==> src/rtl/sdec_pkg.sv <==
package sdec_pkg;
  localparam logic [7:0] OP_RDST0 = 8'h05;
  localparam logic [7:0] OP_RDST1 = 8'h1F;
  localparam logic [7:0] OP_RDST2 = 8'h2F;
  localparam logic [7:0] OP_WRST2 = 8'h3F;
  localparam logic [7:0] OP_NONCE = 8'h4F;
  localparam logic [7:0] OP_RD1   = 8'h0B;
  localparam logic [7:0] OP_RD4   = 8'hEB;
  localparam logic [7:0] OP_WR1   = 8'h02;
  localparam logic [7:0] OP_WR4   = 8'h38;

  typedef enum logic [2:0] {PH_OPC, PH_ADDR, PH_DUMMY, PH_DOUT, PH_WPAY, PH_SKIP} phase_t;
  typedef enum logic [1:0] {SRC_ST0, SRC_ST1, SRC_ST2, SRC_MEM} src_t;
  typedef enum logic [1:0] {WK_NONE, WK_ST2, WK_NONCE, WK_MEM} wkind_t;
endpackage

==> src/rtl/sdec_edge.sv <==
module sdec_edge (
  input  logic clk,
  input  logic rst,
  input  logic sck,
  input  logic ss_n,
  output logic sck_rise,
  output logic sck_fall,
  output logic ss_rise,
  output logic active
);
  logic sck_r, ssn_r;

  always_ff @(posedge clk) begin
    if (rst) begin
      sck_r <= 1'b0;
      ssn_r <= 1'b1;
    end else begin
      sck_r <= sck;
      ssn_r <= ss_n;
    end
  end

  assign active   = ~ss_n;
  assign sck_rise = sck & ~sck_r & ~ss_n;
  assign sck_fall = ~sck & sck_r & ~ss_n;
  assign ss_rise  = ss_n & ~ssn_r;
endmodule

==> src/rtl/sdec_regs.sv <==
module sdec_regs #(
  parameter int         NONCE_W    = 32,
  parameter int         PAY_W      = 32,
  parameter logic [7:0] STAT2_INIT = 8'h00
) (
  input  logic               clk,
  input  logic               rst,
  input  logic               wr_st2,
  input  logic               wr_nonce,
  input  logic [PAY_W-1:0]   pay,
  output logic [7:0]         stat2,
  output logic [NONCE_W-1:0] nonce,
  output logic               cipher_en
);
  always_ff @(posedge clk) begin
    if (rst) begin
      stat2     <= STAT2_INIT;
      nonce     <= '0;
      cipher_en <= 1'b0;
    end else begin
      if (wr_st2) stat2 <= pay[7:0];
      if (wr_nonce) begin
        nonce     <= pay[NONCE_W-1:0];
        cipher_en <= 1'b1;
      end
    end
  end


  cipher_sticky_chk: assert property (@(posedge clk) disable iff (rst) !$fell(cipher_en));


  cipher_cause_chk: assert property (@(posedge clk) disable iff (rst)
    $rose(cipher_en) |-> $past(wr_nonce));
endmodule

==> src/rtl/sdec_core.sv <==
module sdec_core
  import sdec_pkg::*;
#(
  parameter int ADDR_W      = 24,
  parameter int NONCE_W     = 32,
  parameter int FREAD_DUMMY = 8,
  parameter int QREAD_DUMMY = 4,
  parameter int PAY_W       = 32
) (
  input  logic              clk,
  input  logic              rst,
  input  logic              sck_rise,
  input  logic              sck_fall,
  input  logic              ss_rise,
  input  logic              active,
  input  logic [3:0]        dq_in,
  input  logic [7:0]        st0,
  input  logic [7:0]        st1,
  input  logic [7:0]        st2,
  input  logic [7:0]        mem_rdata,
  output logic [3:0]        dq_out,
  output logic [3:0]        dq_oe,
  output logic [ADDR_W-1:0] mem_addr,
  output logic              mem_rd,
  output logic              mem_wr,
  output logic [7:0]        mem_wdata,
  output logic              wr_st2,
  output logic              wr_nonce,
  output logic [PAY_W-1:0]  pay
);
  localparam int CNT_W = $clog2(PAY_W + 8) + 1;
  localparam logic [CNT_W-1:0] NEED_ST2 = CNT_W'(8);
  localparam logic [CNT_W-1:0] NEED_NON = CNT_W'(NONCE_W);
  localparam logic [CNT_W-1:0] NEED_MEM = CNT_W'(ADDR_W + 8);
  localparam logic [CNT_W-1:0] NEED_ADR = CNT_W'(ADDR_W);
  localparam logic [CNT_W-1:0] SAT_LIM  = CNT_W'(PAY_W);

  phase_t            phase;
  src_t              src;
  wkind_t            wkind;
  logic              quad, pf_pend;
  logic [7:0]        opc_sr, out_sr, pf_byte, byte_src;
  logic [3:0]        out_left;
  logic [CNT_W-1:0]  bits, step, dum_need;
  logic [ADDR_W-1:0] addr_sr, addr_next;
  logic [PAY_W-1:0]  pay_next;
  logic [7:0]        opc_full;

  assign step      = quad ? CNT_W'(4) : CNT_W'(1);
  assign dum_need  = quad ? CNT_W'(QREAD_DUMMY) : CNT_W'(FREAD_DUMMY);
  assign opc_full  = {opc_sr[6:0], dq_in[0]};
  assign addr_next = quad ? {addr_sr[ADDR_W-5:0], dq_in} : {addr_sr[ADDR_W-2:0], dq_in[0]};
  assign pay_next  = quad ? {pay[PAY_W-5:0], dq_in} : {pay[PAY_W-2:0], dq_in[0]};

  always_comb begin
    case (src)
      SRC_ST0: byte_src = st0;
      SRC_ST1: byte_src = st1;
      SRC_ST2: byte_src = st2;
      default: byte_src = pf_byte;
    endcase
  end

  always_ff @(posedge clk) begin
    mem_rd   <= 1'b0;
    mem_wr   <= 1'b0;
    wr_st2   <= 1'b0;
    wr_nonce <= 1'b0;
    pf_pend  <= mem_rd;
    if (pf_pend) pf_byte <= mem_rdata;
    if (rst) begin
      phase <= PH_OPC; src <= SRC_ST0; wkind <= WK_NONE; quad <= 1'b0;
      bits <= '0; opc_sr <= '0; out_sr <= '0; out_left <= '0; pf_byte <= '0;
      pf_pend <= 1'b0; addr_sr <= '0; pay <= '0; dq_out <= '0; dq_oe <= '0;
      mem_addr <= '0; mem_wdata <= '0;
    end else if (!active) begin
      if (ss_rise && phase == PH_WPAY) begin
        case (wkind)
          WK_ST2:   if (bits == NEED_ST2) wr_st2 <= 1'b1;
          WK_NONCE: if (bits == NEED_NON) wr_nonce <= 1'b1;
          WK_MEM:   if (bits == NEED_MEM) begin
            mem_wr    <= 1'b1;
            mem_addr  <= pay[ADDR_W+7:8];
            mem_wdata <= pay[7:0];
          end
          default: ;
        endcase
      end
      phase <= PH_OPC; bits <= '0; quad <= 1'b0; out_left <= '0;
      dq_oe <= '0; dq_out <= '0; wkind <= WK_NONE;
    end else if (sck_rise) begin
      case (phase)
        PH_OPC: begin
          opc_sr <= opc_full;
          bits   <= bits + CNT_W'(1);
          if (bits == CNT_W'(7)) begin
            bits <= '0;
            case (opc_full)
              OP_RDST0: begin phase <= PH_DOUT; src <= SRC_ST0; end
              OP_RDST1: begin phase <= PH_DOUT; src <= SRC_ST1; end
              OP_RDST2: begin phase <= PH_DOUT; src <= SRC_ST2; end
              OP_WRST2: begin phase <= PH_WPAY; wkind <= WK_ST2; end
              OP_NONCE: begin phase <= PH_WPAY; wkind <= WK_NONCE; end
              OP_RD1:   begin phase <= PH_ADDR; src <= SRC_MEM; end
              OP_RD4:   begin phase <= PH_ADDR; src <= SRC_MEM; quad <= 1'b1; end
              OP_WR1:   begin phase <= PH_WPAY; wkind <= WK_MEM; end
              OP_WR4:   begin phase <= PH_WPAY; wkind <= WK_MEM; quad <= 1'b1; end
              default:  phase <= PH_SKIP;
            endcase
          end
        end
        PH_ADDR: begin
          addr_sr <= addr_next;
          if (bits + step == NEED_ADR) begin
            phase    <= PH_DUMMY;
            bits     <= '0;
            mem_addr <= addr_next;
            mem_rd   <= 1'b1;
          end else begin
            bits <= bits + step;
          end
        end
        PH_DUMMY: begin
          if (bits + CNT_W'(1) == dum_need) begin
            phase <= PH_DOUT;
            bits  <= '0;
          end else begin
            bits <= bits + CNT_W'(1);
          end
        end
        PH_WPAY: begin
          pay <= pay_next;
          if (bits <= SAT_LIM) bits <= bits + step;
        end
        default: ;
      endcase
    end else if (sck_fall && phase == PH_DOUT) begin
      dq_oe <= quad ? 4'hF : 4'b0010;
      if (out_left == 4'd0) begin
        dq_out   <= quad ? byte_src[7:4] : {2'b00, byte_src[7], 1'b0};
        out_sr   <= quad ? {byte_src[3:0], 4'h0} : {byte_src[6:0], 1'b0};
        out_left <= quad ? 4'd4 : 4'd7;
        if (src == SRC_MEM) begin
          mem_addr <= mem_addr + ADDR_W'(1);
          mem_rd   <= 1'b1;
        end
      end else begin
        dq_out   <= quad ? out_sr[7:4] : {2'b00, out_sr[7], 1'b0};
        out_sr   <= quad ? {out_sr[3:0], 4'h0} : {out_sr[6:0], 1'b0};
        out_left <= out_left - (quad ? 4'd4 : 4'd1);
      end
    end
  end


  oe_idle_chk: assert property (@(posedge clk) disable iff (rst) !active |=> dq_oe == 4'h0);


  oe_legal_chk: assert property (@(posedge clk) disable iff (rst)
    dq_oe == 4'h0 || dq_oe == 4'b0010 || dq_oe == 4'hF);


  out_hold_chk: assert property (@(posedge clk) disable iff (rst)
    (active && !sck_fall) |=> $stable(dq_out));


  skip_quiet_chk: assert property (@(posedge clk) disable iff (rst)
    phase == PH_SKIP |-> dq_oe == 4'h0);


  one_commit_chk: assert property (@(posedge clk) disable iff (rst)
    $onehot0({mem_wr, wr_st2, wr_nonce}));


  wr_origin_chk: assert property (@(posedge clk) disable iff (rst)
    mem_wr |-> $past(phase) == PH_WPAY);
endmodule

==> src/rtl/sdec_top.sv <==
module sdec_top #(
  parameter int         ADDR_W      = 24,
  parameter int         NONCE_W     = 32,
  parameter int         FREAD_DUMMY = 8,
  parameter int         QREAD_DUMMY = 4,
  parameter logic [7:0] STAT2_INIT  = 8'h00
) (
  input  logic               clk,
  input  logic               rst,
  input  logic               sck,
  input  logic               ss_n,
  input  logic [3:0]         dq_in,
  output logic [3:0]         dq_out,
  output logic [3:0]         dq_oe,
  input  logic [7:0]         stat0_in,
  input  logic [7:0]         stat1_in,
  output logic [7:0]         stat2_out,
  output logic [NONCE_W-1:0] nonce_out,
  output logic               cipher_en,
  output logic [ADDR_W-1:0]  mem_addr,
  output logic               mem_rd,
  input  logic [7:0]         mem_rdata,
  output logic               mem_wr,
  output logic [7:0]         mem_wdata
);
  localparam int PAY_W = (NONCE_W > ADDR_W + 8) ? NONCE_W : ADDR_W + 8;

  logic sck_rise, sck_fall, ss_rise, active, wr_st2, wr_nonce;
  logic [PAY_W-1:0] pay;

  sdec_edge u_edge (
    .clk(clk), .rst(rst), .sck(sck), .ss_n(ss_n),
    .sck_rise(sck_rise), .sck_fall(sck_fall), .ss_rise(ss_rise), .active(active)
  );

  sdec_core #(
    .ADDR_W(ADDR_W), .NONCE_W(NONCE_W), .FREAD_DUMMY(FREAD_DUMMY),
    .QREAD_DUMMY(QREAD_DUMMY), .PAY_W(PAY_W)
  ) u_core (
    .clk(clk), .rst(rst), .sck_rise(sck_rise), .sck_fall(sck_fall),
    .ss_rise(ss_rise), .active(active), .dq_in(dq_in),
    .st0(stat0_in), .st1(stat1_in), .st2(stat2_out), .mem_rdata(mem_rdata),
    .dq_out(dq_out), .dq_oe(dq_oe), .mem_addr(mem_addr), .mem_rd(mem_rd),
    .mem_wr(mem_wr), .mem_wdata(mem_wdata), .wr_st2(wr_st2),
    .wr_nonce(wr_nonce), .pay(pay)
  );

  sdec_regs #(.NONCE_W(NONCE_W), .PAY_W(PAY_W), .STAT2_INIT(STAT2_INIT)) u_regs (
    .clk(clk), .rst(rst), .wr_st2(wr_st2), .wr_nonce(wr_nonce), .pay(pay),
    .stat2(stat2_out), .nonce(nonce_out), .cipher_en(cipher_en)
  );
endmodule

==> config.mk <==
export PLATFORM = sky130hd
export DESIGN_NAME = sdec_top
export DESIGN_NICKNAME = d
export VERILOG_FILES = /design/src/rtl/sdec_pkg.sv /design/src/rtl/sdec_edge.sv /design/src/rtl/sdec_regs.sv /design/src/rtl/sdec_core.sv /design/src/rtl/sdec_top.sv
export SDC_FILE = /design/constraint.sdc
export NUM_CORES = 1
export LEC_CHECK = 0
export BUFFER_PORTS_ARGS = -buffer_cell sky130_fd_sc_hd__buf_4
export CAP_MARGIN = 25
export CORE_MARGIN = 5
export CORE_UTILIZATION = 50
export DETAILED_ROUTE_END_ITERATION = 8
export PLACE_DENSITY = 0.69
export SLEW_MARGIN = 0
export SYNTH_ARGS = -nofsm -noshare
export SYNTH_HDL_FRONTEND = slang
export SYNTH_SLANG_ARGS = --single-unit
==> constraint.sdc <==
create_clock -name clk -period 3.4 [get_ports clk]
set_input_delay 0.17 -clock clk [delete_from_list [all_inputs] [get_ports clk]]
set_output_delay 0.17 -clock clk [all_outputs]
set_load 0.01 [all_outputs]
==> results of run 1 <==
[metrics by stage]
stage	worst slack, ns	hold WS (ns)	power [mW]
after floorplan	0.7219	0.2982	2.361
after global placement	0.5924	0.4031	2.452
after detailed placement	0.5089	0.4144	2.451
after CTS	0.5041	0.07284	4.335
after global routing	0.2578	0.09276	4.453
final	0.4540	0.08713	4.322
[timing repair]
item	in CTS	in global routing
hold buffers	9	0
hold endpoints to repair	9	0
endpoints found under the setup margin	0	0
[synth_stat cells, types with 4 or more instances]
cell | number | area share, %
ha_1 | 9 | 1.2
mux2_2 | 7 | 0.84
o21ai_0 | 28 | 1.5
and3_1 | 10 | 0.66
nand2_1 | 71 | 2.8
or3_1 | 4 | 0.27
a211oi_2 | 6 | 0.80
nand4_1 | 8 | 0.53
o2111ai_1 | 5 | 0.46
xnor2_1 | 5 | 0.46
o31ai_1 | 13 | 1.0
o211ai_1 | 10 | 0.80
nor2b_1 | 7 | 0.46
buf_1 | 15 | 0.60
a21o_1 | 5 | 0.40
and4_1 | 6 | 0.56
clkbuf_1 | 44 | 1.8
buf_2 | 18 | 0.96
inv_1 | 14 | 0.56
a211oi_1 | 46 | 3.7
dfxtp_1 | 182 | 39
a31oi_1 | 15 | 1.0
a21oi_1 | 60 | 3.2
nor4_1 | 8 | 0.53
nor3_1 | 17 | 0.90
nand3_1 | 22 | 1.2
o311ai_1 | 6 | 0.56
nor2_1 | 185 | 7.4
buf_4 | 7 | 0.56
mux2i_1 | 120 | 13
buf_6 | 6 | 0.72
a22oi_1 | 4 | 0.32
mux4_2 | 8 | 1.9
o41ai_1 | 8 | 0.74
o211a_1 | 4 | 0.42
[cells in the final DEF, fill, tap and decap left out, drive strengths merged, types with 18 or more instances in the layout]
| cell type | instances |
|---|---|
| clkbuf | 22 |
| nor3 | 18 |
| nand3 | 22 |
| mux2i | 120 |
| nor2 | 187 |
| a211oi | 52 |
| buf | 132 |
| o21ai | 31 |
| nand2 | 73 |
| a21oi | 61 |
| dfxtp | 182 |
[layer usage]
layer / track usage, % / vias up
met3: 4.164 / 36
met1: 31.74 / 3961
li1: - / 4058
met4: 7.130 / 0
met5: 0 / -
met2: 40.67 / 277
[registers in the layout (all words and copies together) (netlist names), 2 cells and up]
| signal | cells |
|---|---|
| u_core.pay | 32 |
| u_regs.nonce | 32 |
| u_core.mem_addr | 24 |
| u_core.addr_sr | 23 |
| u_core.mem_wdata | 8 |
| u_core.pf_byte | 8 |
| u_regs.stat2 | 8 |
| u_core.bits | 7 |
| u_core.opc_sr | 7 |
| u_core.out_sr | 7 |
| u_core.dq_out | 4 |
| u_core.out_left | 4 |
| u_core.phase | 3 |
| u_core.dq_oe | 2 |
| u_core.src | 2 |
| u_core.wkind | 2 |
[cells by family after synthesis]
| group | synth area share, % |
|---|---|
| flops | 38.66 |
| mux | 15.49 |
| buf+inv | 5.177 |
| fa+ha+maj | 1.195 |
| simple gates | 18.78 |
| compound gates | 19.95 |
| xor+xnor | 0.7434 |
[worst paths after layout]
path / endpoint / slack, ns
hold / removal: u_core.pay[0] / 0.09
setup / recovery: u_core.mem_addr[18] / 0.45
setup reg to reg: u_core.mem_addr[18] / 0.45
hold reg to reg: u_core.out_sr[5] / 0.45
[where the power goes]
group	total, mW	internal (mW)	switching [mW]	leakage [nW]
Sequential	2.17	2.14	0.0212	1.47
Combinational	0.249	0.0960	0.153	2.09
Clock	1.91	1.05	0.856	0.267
[cell type report]
cell class | instances | area, um^2
timing repair buffer | 141 | 1081
fill | 1706 | 7701
multi-input combinational | 783 | 5305
sequential | 182 | 3649
tap | 234 | 292.8
clock buffer | 22 | 464.2
clock inverter | 9 | 93.84
inverter | 15 | 56.30
[critical path, cell delays in order (launching register included)]
cell	delay, ns
dfxtp_1	0.48
ha_1	0.29
ha_1	0.26
a2111oi_0	0.44
o31a_1	0.39
a31oi_2	0.14
buf_4	0.25
or3_1	0.40
a221oi_2	0.21
==> results.ini, run 1 <==
[run_status]
status=finished, final reports clean

[timing]
period_share_pct=86.65
setup_tns_ns=0
drv_slew=0
finClkSkew_ns=0.01086
rsz0062_at_grt=false
finalCriticalPeriod_ns=2.946
finalSetupViolCount=0
slew_headroom_pct=29.24
worstMarginPinSlew_ns=1.061
hold_viol_final=0
fmaxAchievable_mhz=339.4

[die]
pin_count=115
core_um2=18640
die_h_um=147.3
die_area_um2=21700
start_util_pct=50.56
rows=50
die_width_um=147.3

[place]
numPortBuffers=114
hpwl_um=18120
placed_area_um2=10290
place.gp.congestion=0.9062
dp.cells=1346

[critical_path]
reg2reg_depth=8
crit_path_max_fanout=21
r2r-start=u_core.bits[0]
critPathKind=reg -> reg
cp-start-kind=flip-flop
crit_required_ns=3.75
crit_arrival_ns=3.30
crit_path_start=u_core.bits[0]
end_kind=flip-flop

[route]
wl_met2_um=12770
drtIter0Drc=634
first_pass_iters=5
met3WireLength_um=1323
highest_layer=met4
drt-met1-wl_um=11540
num_vias=8332
routed_wl_um=26120
via_per_inst=6.012
ant_nets=0
avgRoutedWirePerCell_um=18.85
drcViolationCount=0

[global_routing]
antenna_found_initial=0
grt_max_degree=75
grtUsageTotal_pct=24.09
grt_pass1_wl_um=42660
grt_pass1_vias=7945
grt_overflow_total=0

[power]
power_density_nw_per_um2=395.0
ir_drop_mv=0.3827
cellLeakagePower_nw=3.829

[layout]
insertedDiodeCount=0
stdcell_count=1386
area_growth_pct=16.09
final_area_um2=10940
final_nets=1181
drive_above_1_share_pct=18.32
final_util_pct=58.69

[logic_synthesis]
syn-instance-count=1070
syn_nets=1111
synth-async-reset-ratio_pct=0
ys_seq_elements=182
synth_edf_count=0
synth.distinct_cells=85
seq_area_frac_synth_pct=38.66
ys.flop_type=dfxtp_1
netlist_area_um2=9425
yosys_warnings=0
avgSynthCellArea_um2=8.809

[clock_tree]
insertion_delay_ns=0.43
cts_buffers=17
cts_num_sinks=182
clk_pin_slew_worst_paths_ns=0.07
cts_tree=done
ctsRootBufferMaster=clkbuf_16
cts_resized=0
cts_max_level=4
post-cts-setup-buffers=0
cts_max_path_buffers=2

[worst_hold_path]
worstHoldPathType=in -> reg
hold_path_startpoint=dq_in[0]
holdPathStages=3

[job]
drv_cap=0

(Power assumes the default switching activity.)
==> run 2, diff against run 1 <==
--- a/config.mk
+++ b/config.mk
@@ -5,12 +5,13 @@
 export SDC_FILE = /design/constraint.sdc
 export NUM_CORES = 1
 export LEC_CHECK = 0
+export ABC_CLOCK_PERIOD_IN_PS = 3400
 export BUFFER_PORTS_ARGS = -buffer_cell sky130_fd_sc_hd__buf_4
 export CAP_MARGIN = 25
 export CORE_MARGIN = 5
 export CORE_UTILIZATION = 50
 export DETAILED_ROUTE_END_ITERATION = 8
-export PLACE_DENSITY = 0.69
+export PLACE_DENSITY = 0.7
 export SLEW_MARGIN = 0
 export SYNTH_ARGS = -nofsm -noshare
 export SYNTH_HDL_FRONTEND = slang
==> results.ini, run 2 (same netlist as run 1, synthesis figures left out) <==
[global_routing]
grtUsageTotal_pct=23.67  ; was 24.09%
met1_usage_pct=31.74  ; about the same
gr-max-usage-layer=met2  ; unchanged
met3_usage_pct=4.257  ; was 4.164%
antenna_found_initial=0  ; unchanged
grt_pass1_wl_um=42190  ; was 42660 um
grt_pass1_vias=7858  ; was 7945
grt_max_degree=146  ; was 75
grt_overflow_total=0  ; unchanged
use_met2_pct=39.56  ; was 40.67%

[clock_tree]
cts_max_path_buffers=2  ; unchanged
insertion_delay_ns=0.43  ; about the same
cts_buffers=17  ; unchanged
cts_num_sinks=182  ; unchanged
cts_max_level=4  ; unchanged
cts_tree=done  ; unchanged
clk_pin_slew_worst_paths_ns=0.07  ; about the same
ctsRootBufferMaster=clkbuf_16  ; unchanged
post-cts-setup-buffers=0  ; unchanged

[power]
power_density_nw_per_um2=401.1  ; was 395.0 nW/um^2
ir_drop_mv=0.3442  ; was 0.3827 mV
cellLeakagePower_nw=3.844  ; was 3.829 nW
p_total_mw=4.404  ; was 4.322 mW

[place]
hpwl_um=17750  ; was 18120 um
placed_area_um2=10310  ; was 10290 um^2
numPortBuffers=114  ; unchanged
place.gp.congestion=0.9048  ; was 0.9062

[critical_path]
critPathKind=reg -> reg  ; unchanged
r2r-start=u_core.bits[0]  ; unchanged
r2r-end=u_core.mem_addr[18]  ; unchanged
crit_arrival_ns=3.25  ; was 3.30 ns
end_kind=flip-flop  ; unchanged
crit_path_max_fanout=21  ; unchanged
reg2reg_depth=9  ; was 8
crit_required_ns=3.75  ; about the same
r2r_slack_ns=0.50  ; was 0.45 ns
crit_path_start=u_core.bits[0]  ; unchanged
cp-start-kind=flip-flop  ; unchanged

[timing]
rsz0062_at_grt=false  ; unchanged
slew_headroom_pct=29.07  ; was 29.24%
finalCriticalPeriod_ns=2.903  ; was 2.946 ns
finClkSkew_ns=0.009553  ; was 0.01086 ns
timing.hold.ws_ns=0.01310  ; was 0.08713 ns
drv_slew=0  ; unchanged
period_share_pct=85.39  ; was 86.65%
hold_viol_final=0  ; unchanged
finalSetupViolCount=0  ; unchanged
setup_tns_ns=0  ; unchanged
worstMarginPinSlew_ns=1.064  ; was 1.061 ns
fmaxAchievable_mhz=344.5  ; was 339.4 MHz

[layout]
fillCellCount=1659  ; was 1706
largestRegisters=u_core.pay: 32 flops, u_regs.nonce: 32 flops, u_core.mem_addr: 24 flops  ; unchanged
most-common-layout-cells=185 x nor2_1, 180 x dfxtp_1, 129 x buf_4  ; was 185 x nor2_1, 180 x dfxtp_1, 132 x buf_4
final_area_um2=10980  ; was 10940 um^2
final_util_pct=58.91  ; was 58.69%
drive_above_1_share_pct=18.59  ; was 18.32%
insertedDiodeCount=0  ; unchanged
final_common_cell=nor2_1  ; unchanged
area_growth_pct=16.51  ; was 16.09%
final_nets=1179  ; was 1181

[route]
ant_nets=0  ; unchanged
first_pass_iters=5  ; unchanged
drtIter0Drc=749  ; was 634
num_vias=8428  ; was 8332
routed_wl_um=26270  ; was 26120 um
via_per_inst=6.085  ; was 6.012
drcViolationCount=0  ; unchanged
avgRoutedWirePerCell_um=18.97  ; was 18.85 um

[die]
die_area_um2=21700  ; unchanged
die_h_um=147.3  ; unchanged
die_width_um=147.3  ; unchanged
core_um2=18640  ; unchanged
pin_count=115  ; unchanged
start_util_pct=50.56  ; unchanged
rows=50  ; unchanged

[job]
drv_cap=0  ; unchanged

[worst_hold_path]
hold_path_startpoint=sck  ; was dq_in[0]
holdPathStages=2  ; was 3
worstHoldEndpoint=u_edge.sck_r  ; was u_core.pay[0]
worstHoldPathType=in -> reg  ; unchanged

[run_status]
status=finished, final reports clean  ; unchanged

[run 2: cell types whose count changed in the layout (fill, tap and decap cells not counted)]
cell,previous run,this run
clkinv_4,3,2
inv_6,2,3
clkbuf_8,2,0
buf_4,132,129
dlygate4sd3_1,9,8
clkinv_8,0,2
buf_12,0,2
clkinv_2,1,2
inv_8,0,3
clkbuf_1,3,0
[run 2: repair_timing]
| action | 4_1_cts | 5_1_grt |
|---|---|---|
| hold buffers | 8 | 0 |
| hold endpoints to repair | 8 | 0 |
| resized for setup | 0 | 0 |
[run 2: per-layer routing]
layer / part of all wire (%) / routed length (um) / vias to the layer above
met1: 44 / 11520 / 4037
met5: 0 / 0 / -
met4: 1.7 / 456 / 0
li1: - / - / 4067
met2: 48 / 12660 / 288
met3: 6.2 / 1631 / 36
[run 2: how the worst max path moves through the flow]
stage	endpoint	slack (ns)	depth (start not counted)
5_1_grt	u_core.mem_addr[11]	0.33	8
3_5_place_dp	u_core.mem_addr[18]	0.56	9
6_report	u_core.mem_addr[18]	0.50	9
4_1_cts	u_core.mem_addr[18]	0.53	9
2_1_floorplan	u_core.mem_addr[6]	0.72	11
3_3_place_gp	u_core.mem_addr[18]	0.66	9
[run 2: through the flow]
stage	instances	setup slack, ns
finish	1385	0.4968
floorplan	1070	0.7219
detailed placement	1345	0.5641
global route	1385	0.3257
CTS	1385	0.5336
global placement	1345	0.6579
[run 2: area by class of cell]
class	count	area, um^2	share of cell area, %
well taps	234	292.8	2.666
repair buffers	139	1089	9.912
clock inverters	15	165.2	1.504
clock buffers	17	425.4	3.874
inverters	15	56.30	0.5127
multi-input cells	783	5305	48.31
flip-flops and latches	182	3649	33.22
[run 2: power by group]
group | switching, mW | internal [mW]
combinational | 0.156 | 0.0978
clock | 0.943 | 1.04
sequential | 0.0211 | 2.14
[run 2: critical path, cell delays in order (launching register included)]
cell	delay, ns
dfxtp_1	0.37
ha_1	0.27
ha_1	0.25
xor2_1	0.19
a2111oi_0	0.34
o31a_1	0.39
a31oi_2	0.18
buf_12	0.20
or3_1	0.39
a221oi_2	0.22
==> run 3, diff against run 2 <==
--- a/config.mk
+++ b/config.mk
@@ -5,6 +5,7 @@
 export SDC_FILE = /design/constraint.sdc
 export NUM_CORES = 1
 export LEC_CHECK = 0
+export ABC_AREA = 1
 export ABC_CLOCK_PERIOD_IN_PS = 3400
 export BUFFER_PORTS_ARGS = -buffer_cell sky130_fd_sc_hd__buf_4
 export CAP_MARGIN = 25
==> results.ini, run 3 <==
[layout]
drive_above_1_share_pct=13.51  ; was 18.59%
fillCellCount=1719  ; was 1659
stdcell_count=1650  ; was 1385
final_common_cell=nand2_1  ; was nor2_1
final_nets=1449  ; was 1179
insertedDiodeCount=0  ; unchanged
most-common-layout-cells=259 x nand2_1, 182 x o21ai_0, 181 x dfxtp_1  ; was 185 x nor2_1, 180 x dfxtp_1, 129 x buf_4
area_growth_pct=18.32  ; was 16.51%
largestRegisters=u_core.pay: 32 flops, u_regs.nonce: 32 flops, u_core.mem_addr: 24 flops  ; unchanged

[clock_tree]
cts_max_level=4  ; unchanged
cts_buffers=17  ; unchanged
post-cts-setup-buffers=0  ; unchanged
ctsRootBufferMaster=clkbuf_16  ; unchanged
clk_pin_slew_worst_paths_ns=0.08  ; was 0.07 ns
insertion_delay_ns=0.44  ; was 0.43 ns
cts_max_path_buffers=2  ; unchanged
cts_num_sinks=182  ; unchanged
cts_resized=0  ; unchanged
cts_tree=done  ; unchanged

[worst_hold_path]
worstHoldPathType=in -> reg  ; unchanged
hold_path_startpoint=rst  ; was sck

[die]
die_h_um=144.7  ; was 147.3 um
die_area_um2=20930  ; was 21700 um^2
rows=49  ; was 50
core_um2=17900  ; was 18640 um^2
die_width_um=144.7  ; was 147.3 um
pin_count=115  ; unchanged
start_util_pct=50.66  ; was 50.56%

[job]
drv_cap=0  ; unchanged

[critical_path]
cp-start-kind=flip-flop  ; unchanged
r2r-start=u_core.bits[0]  ; unchanged
critPathKind=reg -> reg  ; unchanged
crit_chain=ha_1 -> ha_1 -> or2_2 -> nor2_1 -> nand3_1 -> nor2_2 -> nand3_1 -> nand2_2 -> nand2_4 -> nand2_1 -> nand2_1 -> nor2_1  ; was ha_1 -> ha_1 -> xor2_1 -> a2111oi_0 -> o31a_1 -> a31oi_2 -> buf_12 -> or3_1 -> a221oi_2
crit_required_ns=3.77  ; was 3.75 ns
end_kind=flip-flop  ; unchanged
crit_path_start=u_core.bits[0]  ; unchanged
crit_buf_inv=0  ; was 1
cp_top_family=simple AND/OR/NAND/NOR gates  ; was compound AO/OA/AOI/OAI gates
max_stage_delay_ns=0.37  ; was 0.39 ns
cp_slowest_cell=dfxtp_1  ; was o31a_1
crit_path_max_fanout=28  ; was 21
crit_arrival_ns=3.03  ; was 3.25 ns

[route]
first_pass_iters=6  ; was 5
drtIter0Drc=866  ; was 749
ant_nets=0  ; unchanged
met3WireLength_um=1853  ; was 1631 um
avgRoutedWirePerCell_um=15.74  ; was 18.97 um
via_per_inst=5.549  ; was 6.085
routed_wl_um=25970  ; was 26270 um
drt-met1-wl_um=12510  ; was 11520 um
wl_met2_um=11110  ; was 12660 um
num_vias=9156  ; was 8428
highest_layer=met4  ; unchanged
drcViolationCount=0  ; unchanged

[timing]
period_share_pct=77.98  ; was 85.39%
finalSetupViolCount=0  ; unchanged
finClkSkew_ns=0.01480  ; was 0.009553 ns
setup_tns_ns=0  ; unchanged
finalCriticalPeriod_ns=2.651  ; was 2.903 ns
rsz0062_at_grt=false  ; unchanged
drv_slew=0  ; unchanged
hold_viol_final=0  ; unchanged
slew_headroom_pct=50.34  ; was 29.07%
worst_slack_ns=0.7487  ; was 0.4968 ns
fmaxAchievable_mhz=377.2  ; was 344.5 MHz
worstMarginPinSlew_ns=0.7448  ; was 1.064 ns

[logic_synthesis]
avgSynthCellArea_um2=6.840  ; was 8.809 um^2
yosys.cell_count.top_type=nand2_1  ; was nor2_1
syn_nets=1367  ; was 1111
synth_edf_count=0  ; unchanged
netlist_area_um2=9070  ; was 9425 um^2
ys_seq_elements=182  ; unchanged
seq_area_frac_synth_pct=40.17  ; was 38.66%
synth_top_area_share_pct=40.17  ; was 38.66%
ys.flop_type=dfxtp_1  ; unchanged
yosys.area.top_type=dfxtp_1  ; unchanged
synth.distinct_cells=51  ; was 85
yosys_warnings=0  ; unchanged
synth_commonest_cells=259 x nand2_1, 182 x dfxtp_1, 182 x o21ai_0  ; was 185 x nor2_1, 182 x dfxtp_1, 120 x mux2i_1
synth-async-reset-ratio_pct=0  ; unchanged
syn-instance-count=1326  ; was 1070
yosys-top-cells-area=dfxtp_1 40%, nand2_1 11%, o21ai_0 10%  ; was dfxtp_1 39%, mux2i_1 13%, nor2_1 7.4%

[place]
numPortBuffers=114  ; unchanged
hpwl_um=18190  ; was 17750 um
place.gp.congestion=0.8893  ; was 0.9048
dp.cells=1609  ; was 1345
place_ws_ns=0.7997  ; was 0.5641 ns

[power]
ir_drop_mv=0.3321  ; was 0.3442 mV
cellLeakagePower_nw=4.511  ; was 3.844 nW
power_density_nw_per_um2=431.9  ; was 401.1 nW/um^2

[global_routing]
grt_max_degree=77  ; was 146
grt_pass1_wl_um=42370  ; was 42190 um
grtUsageTotal_pct=25.10  ; was 23.67%
grt_overflow_total=0  ; unchanged
grt_pass1_vias=8320  ; was 7858
antenna_found_initial=0  ; unchanged

[run_status]
status=finished, final reports clean  ; unchanged

==> run 3: cell count changes after synthesis, sizes merged, moves of 9 or more <==
cell,change
a211oi,-40
o21ai,+152
mux2i,-118
nor2,-26
o31ai,-13
inv,+119
a21oi,+58
nand3,+47
nand2,+193
nand4,+9
a31oi,+11
and3,-10
buf,-26
==> run 3: repair_timing <==
| item | in CTS | in global routing |
|---|---|---|
| endpoints found under the setup margin | 0 | 0 |
| hold buffers | 9 | 0 |
| endpoints found under the hold margin | 9 | 0 |
==> run 3: path summary, 6_finish.rpt <==
check | depth (start not counted) | to | slack, ns
setup / recovery | 12 | u_core.mem_addr[21] | 0.75
hold / removal | 2 | u_regs.cipher_en | 0.15
setup reg to reg | 12 | u_core.mem_addr[21] | 0.75
hold reg to reg | 2 | u_core.mem_wdata[7] | 0.45
==> run 3: area by class of cell <==
cell class / count / area, um^2 / area share (%)
Inverter: 135 / 506.7 / 4.722
Sequential cell: 182 / 3645 / 33.96
Timing Repair Buffer: 133 / 1021 / 9.514
Clock inverter: 15 / 235.2 / 2.192
Tap cell: 229 / 286.5 / 2.670
Clock buffer: 17 / 425.4 / 3.964
Multi-Input combinational cell: 939 / 4612 / 42.98
==> run 3: per-layer routing <==
| metal | vias to the layer above | track usage [%] |
|---|---|---|
| li1 | 4578 | - |
| met1 | 4219 | 38.38 |
| met2 | 322 | 35.89 |
| met3 | 37 | 4.502 |
| met4 | 0 | 7.560 |
| met5 | - | 0 |
==> run 3: cell families (layout without fill, tap and decap cells) <==
logic type / count (synthesis) / count (layout) / synth area share, %
xor gates and xnor gates: 15 / 15 / 1.448
muxes: 2 / 2 / 0.2207
adders and majority gates: 9 / 9 / 1.242
and+or+nand+nor: 537 / 537 / 25.26
DFF: 182 / 182 / 40.17
buffers and inverters: 205 / 300 / 9.008
AOI/OAI and AO/OA: 376 / 376 / 22.65
==> run 3: metrics by stage <==
step / power, mW / utilization (%) / hold slack, ns / area [um^2]
floorplan: 2.392 / - / 0.2767 / 9070
global placement: 2.484 / 55.75 / 0.3985 / 9981
detailed placement: 2.487 / 55.75 / 0.4065 / 9981
CTS: 4.656 / 59.95 / 0.1261 / 10730
global route: 4.796 / 59.95 / 0.1514 / 10730
finish: 4.634 / 59.95 / 0.1466 / 10730
==> run 3: where the power goes <==
group	internal, mW	switching (mW)
Combinational	0.101	0.162
Clock	1.21	0.975
Sequential	2.15	0.0318
Total	3.47	1.17
